**src/rtl/sentry_pkg.sv**
```systemverilog
package sentry_pkg;
  localparam int SEL_W     = 3;
  localparam int NUM_CODES = 1 << SEL_W;

  typedef struct packed {
    logic             en;
    logic             restart;
    logic [SEL_W-1:0] sel;
  } sentry_ctl_t;
endpackage

```
**src/rtl/sentry_ctrl.sv**
```systemverilog
module sentry_ctrl
  import sentry_pkg::*;
(
  input  logic             clk,
  input  logic             por_n,
  input  logic             wr,
  input  logic             en_in,
  input  logic             restart_in,
  input  logic [SEL_W-1:0] sel_in,
  output sentry_ctl_t      ctl
);
  sentry_ctl_t ctl_q;

  always_ff @(posedge clk or negedge por_n) begin
    if (!por_n) begin
      ctl_q <= '0;
    end else begin
      // restart lives for one cycle unless written again
      ctl_q.restart <= wr & restart_in;
      if (wr) begin
        ctl_q.en  <= en_in;
        ctl_q.sel <= sel_in;
      end
    end
  end

  assign ctl = ctl_q;
endmodule

```
**src/rtl/sentry_counter.sv**
```systemverilog
module sentry_counter
  import sentry_pkg::*;
#(
  parameter int BASE_TICKS = 16,
  parameter int CNT_W      = $clog2(BASE_TICKS << (NUM_CODES - 1)) + 1
) (
  input  logic             clk,
  input  logic             por_n,
  input  logic             active,
  input  logic             restart,
  input  logic             hold,
  input  logic             tick,
  input  logic [SEL_W-1:0] sel,
  output logic             fire
);
  logic [CNT_W-1:0] lim_tbl [NUM_CODES];
  logic [CNT_W-1:0] cnt_q;
  logic [CNT_W-1:0] limit;
  logic [CNT_W:0]   next_cnt;

  for (genvar g = 0; g < NUM_CODES; g++) begin : g_lim
    assign lim_tbl[g] = CNT_W'(BASE_TICKS) << g;
  end

  assign limit    = lim_tbl[sel];
  assign next_cnt = {1'b0, cnt_q} + 1'b1;
  assign fire     = active && !restart && !hold && tick &&
                    (next_cnt >= {1'b0, limit});

  always_ff @(posedge clk or negedge por_n) begin
    if (!por_n) begin
      cnt_q <= '0;
    end else if (!active || restart || hold) begin
      cnt_q <= '0;
    end else if (tick) begin
      cnt_q <= fire ? '0 : next_cnt[CNT_W-1:0];
    end
  end
endmodule

```
**src/rtl/sentry_pulse.sv**
```systemverilog
module sentry_pulse #(
  parameter int PULSE_LEN = 4,
  parameter int PW_W      = $clog2(PULSE_LEN + 1)
) (
  input  logic clk,
  input  logic por_n,
  input  logic fire,
  output logic busy
);
  logic [PW_W-1:0] left_q;

  always_ff @(posedge clk or negedge por_n) begin
    if (!por_n) begin
      left_q <= '0;
    end else if (fire) begin
      left_q <= PW_W'(PULSE_LEN);
    end else if (left_q != '0) begin
      left_q <= left_q - 1'b1;
    end
  end

  assign busy = (left_q != '0);
endmodule

```
**src/rtl/sentry_wdt.sv**
```systemverilog
module sentry_wdt
  import sentry_pkg::*;
#(
  parameter int BASE_TICKS = 16,
  parameter int PULSE_LEN  = 4
) (
  input  logic             clk,
  input  logic             por_n,
  input  logic             pdown,
  input  logic             tick,
  input  logic             ctl_wr,
  input  logic             ctl_en_in,
  input  logic             ctl_restart_in,
  input  logic [SEL_W-1:0] ctl_sel_in,
  output logic             ctl_en,
  output logic             ctl_restart,
  output logic [SEL_W-1:0] ctl_sel,
  output logic             wdt_rst
);
  sentry_ctl_t ctl;
  logic        active;
  logic        fire;
  logic        busy;

  sentry_ctrl u_ctrl (
    .clk       (clk),
    .por_n     (por_n),
    .wr        (ctl_wr),
    .en_in     (ctl_en_in),
    .restart_in(ctl_restart_in),
    .sel_in    (ctl_sel_in),
    .ctl       (ctl)
  );

  assign active = ctl.en && !pdown;

  sentry_counter #(.BASE_TICKS(BASE_TICKS)) u_cnt (
    .clk    (clk),
    .por_n  (por_n),
    .active (active),
    .restart(ctl.restart),
    .hold   (busy),
    .tick   (tick),
    .sel    (ctl.sel),
    .fire   (fire)
  );

  sentry_pulse #(.PULSE_LEN(PULSE_LEN)) u_pulse (
    .clk  (clk),
    .por_n(por_n),
    .fire (fire),
    .busy (busy)
  );

  assign ctl_en      = ctl.en;
  assign ctl_restart = ctl.restart;
  assign ctl_sel     = ctl.sel;
  assign wdt_rst     = busy;
endmodule

```
**config.mk**
```make
export PLATFORM = sky130hd
export DESIGN_NAME = sentry_wdt
export DESIGN_NICKNAME = d
export VERILOG_FILES = /design/src/rtl/sentry_pkg.sv /design/src/rtl/sentry_ctrl.sv /design/src/rtl/sentry_counter.sv /design/src/rtl/sentry_pulse.sv /design/src/rtl/sentry_wdt.sv
export SDC_FILE = /design/constraint.sdc
export NUM_CORES = 1
export LEC_CHECK = 0
export BUFFER_PORTS_ARGS = -buffer_cell sky130_fd_sc_hd__buf_2
export CORE_MARGIN = 2
export CORE_UTILIZATION = 40
export CTS_CLUSTER_SIZE = 10
export DETAILED_ROUTE_END_ITERATION = 8
export GPL_ROUTABILITY_DRIVEN = 1
export SETUP_SLACK_MARGIN = 0.15
export SYNTH_ARGS = -nofsm -noshare
export SYNTH_HDL_FRONTEND = slang
export SYNTH_HIERARCHICAL = 1
export SYNTH_SLANG_ARGS = --single-unit
```
**constraint.sdc**
```tcl
create_clock -name clk -period 4.1 [get_ports clk]
set_clock_uncertainty 0.2 [all_clocks]
set_input_delay 0 -clock clk [delete_from_list [all_inputs] [get_ports clk]]
set_output_delay 0 -clock clk [all_outputs]
set_load 0.005 [all_outputs]
```
* Word-level counts from Yosys, hierarchy flattened *
Memory sizes are Yosys's and may differ from the RTL's.
Index checks and enable logic that the tools add are counted.

storage, ports and cells
  flip-flop bits (word level) = 20
  memory bits (read-only) = 96
  input port bits = 10
  output and inout bits = 6
  logic and storage cells = 33
  memories = 1

memories
  name              depth  width  read ports  clocked after memory_dff  wr ports  RTL line              source
  (name not given)  8      12     1           0                         0         sentry_counter.sv:25  assign limit = lim_tbl[sel];

operators by class
  $add $sub $neg = 2
  magnitude comparators = 2
  muxes and demuxes = 7
  bitwise gates (word level) = 2
  reductions and logical operators = 14

operators with widths
  kind                                                                count
  12-bit 2-to-1 mux                                                   5
  12-bit by 1-bit adder with 13-bit output, second input constant     1
  13-bit by 12-bit >= comparator with 1-bit output                    1
  3-bit 2-to-1 mux                                                    2
  1-bit logical AND                                                   5
  4-bit >= comparator, second input constant                          1
  1-bit logical NOT                                                   4
  3-bit inverter with 4-bit output                                    1
  2-bit nonzero test                                                  2
  3-bit nonzero test                                                  1
  3-bit by 1-bit subtractor with 3-bit output, second input constant  1
  1-bit logical OR                                                    2
  1-bit AND                                                           1

* Longest topological paths before layout *
Gate-level depths: netlist of the first run.

  depth in word-level cells = 9
  gate-level depth with buffers = 14
  depth with buffers taken out = 12

* Cells and area by module *
Netlist of the first run, hierarchy kept.

modules (own cells, without submodules)
  module          times used  cells each  area an instance (sq um)  seq. area each (sq um)
  sentry_counter  1           99          959.7                     300.3
  sentry_ctrl     1           10          177.7                     125.1
  sentry_pulse    1           16          177.7                     75.1
  sentry_wdt      1           1           13.8                      0.0

* Least setup slack after synthesis of the first run *
OpenSTA, ideal clock, no wires.

  path kind = register to register
  from = register u_cnt.cnt_q[0]
  to = register u_pulse.left_q[0]
  setup time = 125 ps
  data arrival time = 2,966 ps
  data required time = 3,775 ps
  setup slack = 809 ps
  cell stages (with the launch flop) = 15
  path buffers = 2
  period minus slack after synthesis = 3,291 ps
  path through = dfrtp_1 -> ha_1 -> and4_1 -> clkbuf_1 -> nand2_1 -> xnor2_1 -> ha_1 -> nand4_1 -> nor3_1 -> a221oi_2 -> or2_1 -> buf_2 -> a21oi_1 -> and2b_1 -> mux2_2

on the way
  cells in the longest elaborated chain, start to end = 4
  elaborated cells between the ends (all ways) = 5
  those cells by class = add/sub (1); order compare (1); mux (1); reduce/logical (2)

ends and longest elaborated chain
  item                                                    RTL line              source
  from (decl)                                             sentry_counter.sv:17  logic [CNT_W-1:0] cnt_q;
  from (signal assigned)                                  sentry_counter.sv:36  cnt_q <= fire ? '0 : next_cnt[CNT_W-1:0];
  12-bit by 1-bit adder with 13-bit output (*)            sentry_counter.sv:26  assign next_cnt = {1'b0, cnt_q} + 1'b1;
  13-bit by 12-bit >= comparator with 1-bit output (*)    sentry_counter.sv:28  (next_cnt >= {1'b0, limit});
  1-bit logical AND (*)                                   sentry_counter.sv:27  assign fire = active && !restart && !hold && tick &&
  net fire                                                sentry_wdt.sv:22      logic fire;
  3-bit 2-to-1 mux or 2-bit nonzero test (tied branches)  --
  to (signal assigned)                                    sentry_pulse.sv:16    left_q <= PW_W'(PULSE_LEN);
  to (signal assigned)                                    sentry_pulse.sv:18    left_q <= left_q - 1'b1;
  to (decl)                                               sentry_pulse.sv:10    logic [PW_W-1:0] left_q;

The timed path passes the listed nets; every way through them passes the cells marked *.
A chain may end at the register's enable or synchronous reset.

* Worst setup path in the final report of the first run *
Same ends and word-level chain as after synthesis.

==> results.toml, run 1 <==
[outcome]
status = "completed"

[critical_path]
end_kind = "flip-flop"
critPathKind = "reg2reg"
cp_num_cells = 12
crit_buf_inv = 0
worstSetupStartpointType = "flip-flop"
path_cells = "ha_1, and4_1, nand2_1, xnor2_1, ha_1, nand4_1, nor3_1, a221oi_2, or2_1, a21oi_1, and2b_1, mux2_2"
rr_worst_depth = 12
cp.required_ns = 4.08
cp_slowest_stage_delay_ns = 0.45
crit_path_frequent_cell = "ha_1"
rrSetupSlack_ns = 0.57
arrival_ns = 3.51
crit_family = "simple AND/OR/NAND/NOR gates"
crit_path_max_fanout = 7
critPathSlowestCell = "dfrtp_1"

[detailed_routing]
drtIter0Drc = 18
finalWirelength_mm = 2.97
drc = 0
wl_per_cell_um = 14.9
antenna_left = 0
drt-pass1-iter-count = 4
routed-via-count = 1054
vias_per_cell = 5.30

[cts]
h-tree-depth = 1
insertion_delay_ns = 0.29
post-cts-setup-buffers = 0
cts.sinks = 20
cts_tree = "done"
cts_made_buffers = 3
cts.reportedPaths.clkPinSlew_ns = 0.10
clockRootBuffer = "clkbuf_4"
ctsLongestPathBuffers = 2

[floorplan]
rows = 20
coreArea_sq_um = 3100
dieArea_sq_um = 3800
die_w_um = 61.6
io_pins = 16
initial_utilization_pct = 42.8
die-height_um = 61.6

[finish]
multi_input_area_sq_um = 801
diodes = 0
area.growth.synth_to_final_pct = 20.9
seq_area_sq_um = 500
num-fill-cells = 317
drive_gt1_share_pct = 21.9
nets = 179

[timing]
finalCritPeriodShare_pct = 86.0
setup_viol = 0
fin_ws_ns = 0.574
rsz0062_at_grt = "no"
relSlewSlack_pct = 39.0
tightest_slew_ns = 0.912
final.min_clock_period_ns = 3.53
maxSlewViolCount = 0
tns_ns = 0
max_clock_freq_mhz = 284
final_hold_viol_count = 0

[grt]
antenna_found_initial = 0
grt_max_degree = 21
grt_use_total_pct = 17.2
grt_overflow = 0
grt_pass1_vias = 1087
grt_first_pass_wirelength_mm = 4.71

[logic_synthesis]
ys_ff_latch = 20
ys_seq_area_share_pct = 37.7
ys.warnings.count = 6
synthCells = 126
synth_nets = 148
synth_area_per_cell_sq_um = 10.5
synth_area_sq_um = 1330
synth_cell_type_count = 39

[pwr]
p_leak_nw = 0.730
powerDensity_nw_per_um2 = 300
ir_drop_mv = 0.137
p_total_mw = 0.482

[placed_design]
place_ws_ns = 0.604
place_hpwl_mm = 2.21
place.gp.congestion = 0.784
io_buffers = 15

[hold_path]
hold_path_depth = 7
hold_path.class = "in2reg"

[flow_run]
drv_cap = 0
-- worst reg2reg max path, cell delays in order, from the launching register on --
cell and delay (ns):
dfrtp_1 0.45, ha_1 0.27, and4_1 0.36, nand2_1 0.11, xnor2_1 0.16, ha_1 0.32
nand4_1 0.08, nor3_1 0.24, a221oi_2 0.13, or2_1 0.34, a21oi_1 0.31, and2b_1 0.22
mux2_2 0.25
-- path summary, 6_finish.rpt --
kind                                endpoint      startpoint
max                        u_pulse/left_q[0]  u_cnt/cnt_q[0]
min                           u_cnt/cnt_q[6]           pdown
max reg2reg                u_pulse/left_q[0]  u_cnt/cnt_q[0]
min reg2reg                   u_cnt/cnt_q[4]  u_cnt/cnt_q[4]
max in group asynchronous    u_cnt/cnt_q[10]           por_n
min in group asynchronous     u_cnt/cnt_q[0]           por_n
-- synth_stat cells, drive strengths merged --
cell     n  share of area [%]
and2     2                1.0
inv      4                1.1
and4     2                1.3
nor3b    2                1.1
nand4    2               0.94
o311ai   1                1.2
o21ai    4                1.8
nor3     2               0.75
ha      12                 11
or2      1               0.47
dfrtp   20                 38
buf      1               0.38
a211o    1               0.66
clkbuf   2               0.57
nand3b   3                1.7
xnor2    5                3.3
nand2b   1                1.0
xor2     4                2.6
nor2b    5                2.9
or3b     2                1.3
nand2   13                3.7
a21oi    1               0.38
and2b    1               0.57
nand3    7                2.6
a32o     6                4.5
a211oi   1               0.57
o211ai   3                1.7
a31oi    1               0.47
mux2     5                4.2
a221o    1               0.75
a311oi   1                2.0
and3     2                1.3
nor2     4                1.1
a21o     3                1.7
a221oi   1                1.1
-- final cells by class --
cell class                      instances  area share [%]
Inverter                                4           0.935
Tap cell                               44            3.43
Clock buffer                            3            1.40
Timing Repair Buffer                   29            13.2
Sequential cell                        20            31.2
Multi-Input combinational cell         99            49.8
-- repair_timing --
action | 4_1_cts | 5_1_grt
hold buffers | 13 | 0
gates resized for setup | 0 | 0
endpoints found under the hold margin | 30 | 0
setup endpoints to repair | 0 | 0
-- cells by family after synthesis --
logic type | count (synthesis) | share of synthesized area [%]
and+or+nand+nor | 49 | 21.9
AOI/OAI and AO/OA | 24 | 16.9
DFF | 20 | 37.7
adders and majority gates | 12 | 11.3
xor gates and xnor gates | 9 | 5.93
buffers and inverters | 7 | 2.07
muxes | 5 | 4.24
-- registers in the layout (all words and copies together), names as in the netlist --
| signal | count |
|---|---|
| u_pulse/left_q | 3 |
| u_cnt/cnt_q | 12 |
| u_ctrl/ctl | 5 |
-- metrics by stage --
step	std cells	hold WS [ns]	util (%)	area [sq um]
after floorplan	126	-0.496	-	1330
after global placement	183	-0.227	46.9	1450
after detailed placement	183	-0.215	46.9	1450
after CTS	199	0.186	51.8	1610
after global routing	199	0.201	51.8	1610
final	199	0.183	51.8	1610
-- layer usage --
metal	GRT usage [%]	up-vias	share of wire, %
met5	0	-	0
met4	8.21	0	1.7
met3	2.52	6	1.1
met2	29.8	6	54
met1	20.9	518	43
li1	-	524	-
-- cell usage in the layout (no fill, tap or decap), types with 3 or more instances in the layout --
cell type and n:
a21o_1 3, a32o_1 6, buf_2 15, clkbuf_4 3, dfrtp_1 20, dlygate4sd3_1 13, ha_1 12, inv_1 4
mux2_2 5, nand2_1 13, nand3_1 7, nand3b_1 3, nor2_1 4, nor2b_1 4, o211ai_1 3, o21ai_0 3
xnor2_1 5, xor2_1 4
-- where the power goes --
group          total, mW  switching, mW  internal, mW
sequential         0.237         0.0195         0.218
combinational      0.155         0.0728        0.0821
clock             0.0900         0.0558        0.0342
total              0.482          0.148         0.334
(Power assumes the default switching activity.)
==> run 2: changes to the inputs <==
==> constraint.sdc (replaced) <==
create_clock -name clk -period 4.1 [get_ports clk]
set_clock_uncertainty 0.2 [all_clocks]
set_input_delay 0.205 -clock clk [delete_from_list [all_inputs] [get_ports clk]]
set_output_delay 0.205 -clock clk [all_outputs]
set_load 0.005 [all_outputs]
==> run 2 against run 1 <==
Effect of this change:
- clock power about the same
- non-clock buffer count decreased by 6
- clock-buffer cell count unchanged
- via count decreased by 1.0%
- final cell count decreased by 3.0%
- design area decreased by 3.7%
- global-route usage decreased by 0.35 points
- register-to-register slack about the same
- die area unchanged
- routed wire length decreased by 3.1%
- critical endpoint unchanged
- largest power group unchanged
==> results.toml, run 2 (synthesis results as in run 1) <==
[grt]
antenna_found_initial = 0
grt_overflow = 0
grt_max_degree = 21
grt_first_pass_wirelength_mm = 4.60
grt_pass1_vias = 1037
grt_use_total_pct = 16.9

[cts]
ctsLongestPathBuffers = 2
ctsHoldBuffers = 7
post_cts_resized = 0
cts.reportedPaths.clkPinSlew_ns = 0.11
clockRootBuffer = "clkbuf_4"
cts_tree = "done"
cts_made_buffers = 3
insertion_delay_ns = 0.29
cts.sinks = 20
h-tree-depth = 1
post-cts-setup-buffers = 0

[timing]
max_clock_freq_mhz = 283
final_hold_viol_count = 0
whs_ns = 0.0301
final.min_clock_period_ns = 3.53
relSlewSlack_pct = 41.1
tns_ns = 0
tightest_slew_ns = 0.882
maxSlewViolCount = 0
finalCritPeriodShare_pct = 86.2
rsz0062_at_grt = "no"
setup_viol = 0

[floorplan]
initial_utilization_pct = 42.8
die-height_um = 61.6
coreArea_sq_um = 3100
rows = 20
io_pins = 16
die_w_um = 61.6
dieArea_sq_um = 3800

[detailed_routing]
drc = 0
drtIter0Drc = 24
wl_per_cell_um = 14.9
finalWirelength_mm = 2.88
routed-via-count = 1043
drt-pass1-iter-count = 4
antenna_left = 0
vias_per_cell = 5.40

[pwr]
ir_drop_mv = 0.137
p_leak_nw = 0.705
p_total_mw = 0.475
powerDensity_nw_per_um2 = 307

[critical_path]
timing.rr.end = "u_pulse/left_q[0]"
crit_path_max_fanout = 7
rr_worst_depth = 12
rrSetupSlack_ns = 0.57
worstSetupStartpointType = "flip-flop"
rr_startpoint = "u_cnt/cnt_q[0]"
cp.required_ns = 4.09
end_kind = "flip-flop"
arrival_ns = 3.52
critPathKind = "reg2reg"

[hold_path]
hp-start = "ctl_wr"
hold_path.class = "in2reg"
hold_path_depth = 2
min_to = "u_ctrl/ctl[4]"

[finish]
final_common_cell = "dfrtp_1"
diodes = 0
area.growth.synth_to_final_pct = 16.4
drive_gt1_share_pct = 22.8
nets = 173
final_cell_mix = "20 x dfrtp_1, 15 x buf_2, 13 x nand2_1, 12 x ha_1"
final_util_pct = 49.8
top_register = "u_cnt/cnt_q"
postLayoutCellArea_sq_um = 1550
largest_register_ff_count = 12

[placed_design]
placed_cell_area_sq_um = 1450
place.gp.congestion = 0.784
place_hpwl_mm = 2.21
io_buffers = 15

[outcome]
status = "completed"

[flow_run]
drv_cap = 0
-- run 2: cell count changes in the layout (fill, tap and decap cells not counted), sizes merged --
cell,previous run,this run
dlygate4sd3,13,7
-- run 2: critical path, cell delays in order (launching register included) --
cell      delay (ns)
dfrtp_1         0.45
ha_1            0.26
and4_1          0.37
nand2_1         0.11
xnor2_1         0.16
ha_1            0.32
nand4_1         0.08
nor3_1          0.24
a221oi_2        0.13
or2_1           0.33
a21oi_1         0.30
and2b_1         0.22
mux2_2          0.25
-- run 2: layout make-up --
class / instances / area, sq um
flip-flops and latches: 20 / 500
well taps: 44 / 55.1
clock buffers: 3 / 22.5
inverters: 4 / 15.0
fillers: 321 / 1560
repair buffers: 23 / 153
multi-input cells: 99 / 801
-- run 2: power breakdown --
group | internal, mW | switching, mW | total [mW] | leakage, nW
clock | 0.0342 | 0.0560 | 0.0902 | 0.0138
sequential | 0.218 | 0.0194 | 0.237 | 0.263
combinational | 0.0760 | 0.0709 | 0.147 | 0.428
total | 0.328 | 0.146 | 0.475 | 0.705
-- run 2: worst max-delay path by stage --
stage	start	end	slack, ns	depth (start not counted)
floorplan	u_cnt/cnt_q[0]	u_pulse/left_q[0]	0.81	14
global placement	u_cnt/cnt_q[1]	u_pulse/left_q[0]	0.71	12
detailed placement	u_cnt/cnt_q[0]	u_pulse/left_q[0]	0.60	12
CTS	u_cnt/cnt_q[0]	u_pulse/left_q[0]	0.58	12
global route	u_cnt/cnt_q[0]	u_pulse/left_q[0]	0.40	11
finish	u_cnt/cnt_q[0]	u_pulse/left_q[0]	0.57	12
-- run 2: per-stage QoR --
step                instances  setup slack (ns)
floorplan                 126             0.809
global placement          183             0.713
detailed placement        183             0.604
CTS                       193             0.578
global route              193             0.403
finish                    193             0.565
-- run 2: routing by layer --
metal  vias to the layer above  GRT usage, %  wire length, um
met4                         0          7.29               36
met5                         -             0                0
met1                       515          21.1             1230
met3                         4          2.52               54
met2                        12          28.9             1560
li1                        512             -                -
==> run 3: changes to the inputs <==
--- a/config.mk
+++ b/config.mk
@@ -11,6 +11,7 @@
 export CTS_CLUSTER_SIZE = 10
 export DETAILED_ROUTE_END_ITERATION = 8
 export GPL_ROUTABILITY_DRIVEN = 1
+export PLACE_DENSITY = 0.58
 export SETUP_SLACK_MARGIN = 0.15
 export SYNTH_ARGS = -nofsm -noshare
 export SYNTH_HDL_FRONTEND = slang
==> run 3 against run 2 <==
Effect of this change:
- combinational power down 3%
- clock power up 26%
- routed wire length down 5.5%
- clock-buffer cell count up 1
- flip-flop and latch count unchanged
- maximum frequency up 0.94%
- critical path depth unchanged
- setup slack better by 0.033 ns
- critical path type unchanged
- largest power group unchanged
==> results.toml, run 3 (synthesis results as in run 1) <==
[finish]
largest_register_ff_count = 12
diodes = 0
nets = 172
drive_gt1_share_pct = 22.8
final_cell_mix = "20 x dfrtp_1, 15 x buf_2, 13 x nand2_1, 12 x ha_1"
top_register = "u_cnt/cnt_q"
area.growth.synth_to_final_pct = 16.9
final_common_cell = "dfrtp_1"
postLayoutCellArea_sq_um = 1550
fin_cells = 193

[timing]
relSlewSlack_pct = 40.9
setup_viol = 0
final_hold_viol_count = 0
maxSlewViolCount = 0
rsz0062_at_grt = "no"
max_clock_freq_mhz = 286
final.min_clock_period_ns = 3.50
tightest_slew_ns = 0.885
finalCritPeriodShare_pct = 85.4
tns_ns = 0

[hold_path]
hold_path.class = "in2reg"
hold_path_depth = 2
hp-start = "ctl_wr"
min_to = "u_ctrl/ctl[0]"

[detailed_routing]
wl_per_cell_um = 14.1
finalWirelength_mm = 2.72
vias_per_cell = 5.37
drc = 0
drtIter0Drc = 38
routed-via-count = 1036
drt-pass1-iter-count = 4
antenna_left = 0

[cts]
insertion_delay_ns = 0.30
cts_tree = "done"
ctsHoldBuffers = 7
cts.reportedPaths.clkPinSlew_ns = 0.12
h-tree-depth = 1
clockRootBuffer = "clkbuf_4"
ctsLongestPathBuffers = 2
cts.sinks = 20
post-cts-setup-buffers = 0
post_cts_resized = 0
cts_made_buffers = 3

[floorplan]
io_pins = 16
dieArea_sq_um = 3800
coreArea_sq_um = 3100
initial_utilization_pct = 42.8
die_w_um = 61.6
die-height_um = 61.6
rows = 20

[grt]
grt_max_degree = 21
grt_first_pass_wirelength_mm = 4.62
grt_pass1_vias = 1009
grt_use_total_pct = 16.5
antenna_found_initial = 0
grt_overflow = 0

[critical_path]
rrSetupSlack_ns = 0.60
worstSetupStartpointType = "flip-flop"
rr_startpoint = "u_cnt/cnt_q[0]"
crit_path_max_fanout = 7
critPathKind = "reg2reg"
arrival_ns = 3.50
rr_worst_depth = 12
timing.rr.end = "u_pulse/left_q[0]"
end_kind = "flip-flop"
cp.required_ns = 4.10

[outcome]
status = "completed"

[pwr]
p_leak_nw = 0.707
ir_drop_mv = 0.144
powerDensity_nw_per_um2 = 318

[flow_run]
drv_cap = 0

[placed_design]
io_buffers = 15
place_hpwl_mm = 2.06
place.gp.congestion = 0.849
dpl.cell_count = 182
placed_cell_area_sq_um = 1450
==> run 3: cell types whose count changed in the layout (fill, tap and decap cells not counted) <==
cell / before / now
clkbuf_8: 0 / 1
buf_4: 1 / 0
==> run 3: routing by layer <==
metal / share of wire, % / vias to the layer above / track usage, % / routed length (um)
met3: 3.7 / 4 / 3.15 / 100
met1: 48 / 500 / 23.3 / 1300
li1: - / 516 / - / -
met4: 1.2 / 0 / 8.51 / 34
met5: 0 / - / 0 / 0
met2: 47 / 16 / 24.1 / 1280
==> run 3: report_power, final <==
part	switching [mW]	total [mW]	internal, mW
registers	0.0194	0.237	0.218
clock network	0.0602	0.114	0.0541
logic	0.0675	0.143	0.0750
total	0.147	0.494	0.347
==> run 3: worst max-delay path by stage <==
stage                   start                 to  slack (ns)  depth (start not counted)
2_1_floorplan  u_cnt/cnt_q[0]  u_pulse/left_q[0]        0.81                         14
3_3_place_gp   u_cnt/cnt_q[0]  u_pulse/left_q[0]        0.72                         12
3_5_place_dp   u_cnt/cnt_q[0]  u_pulse/left_q[0]        0.60                         12
4_1_cts        u_cnt/cnt_q[0]  u_pulse/left_q[0]        0.58                         12
5_1_grt        u_cnt/cnt_q[0]  u_pulse/left_q[0]        0.31                         12
6_report       u_cnt/cnt_q[0]  u_pulse/left_q[0]        0.60                         12
==> run 3: metrics by stage <==
step,utilization (%),power (mW),setup slack (ns),hold WS [ns]
2_1_floorplan,-,0.342,0.809,-0.291
3_3_place_gp,46.6,0.377,0.722,-0.0200
3_5_place_dp,46.6,0.381,0.600,-0.00572
4_1_cts,50.0,0.504,0.577,0.00688
5_1_grt,50.0,0.530,0.305,0.00673
6_report,50.0,0.494,0.598,0.0272
==> run 3: worst max-delay path, stage by stage (launching register included) <==
cell and delay, ns:
dfrtp_1 0.45, ha_1 0.27, and4_1 0.35, nand2_1 0.10
xnor2_1 0.16, ha_1 0.33, nand4_1 0.08, nor3_1 0.24
a221oi_2 0.13, or2_1 0.34, a21oi_1 0.29, and2b_1 0.22
mux2_2 0.25
==> run 3: final cells by class <==
cell class / instances / area [sq um]
Inverter: 4 / 15.0
Clock buffer: 4 / 36.3
Sequential cell: 20 / 500
Multi-Input combinational cell: 99 / 801
Tap cell: 44 / 55.1
Timing Repair Buffer: 22 / 145
Fill cell: 312 / 1550
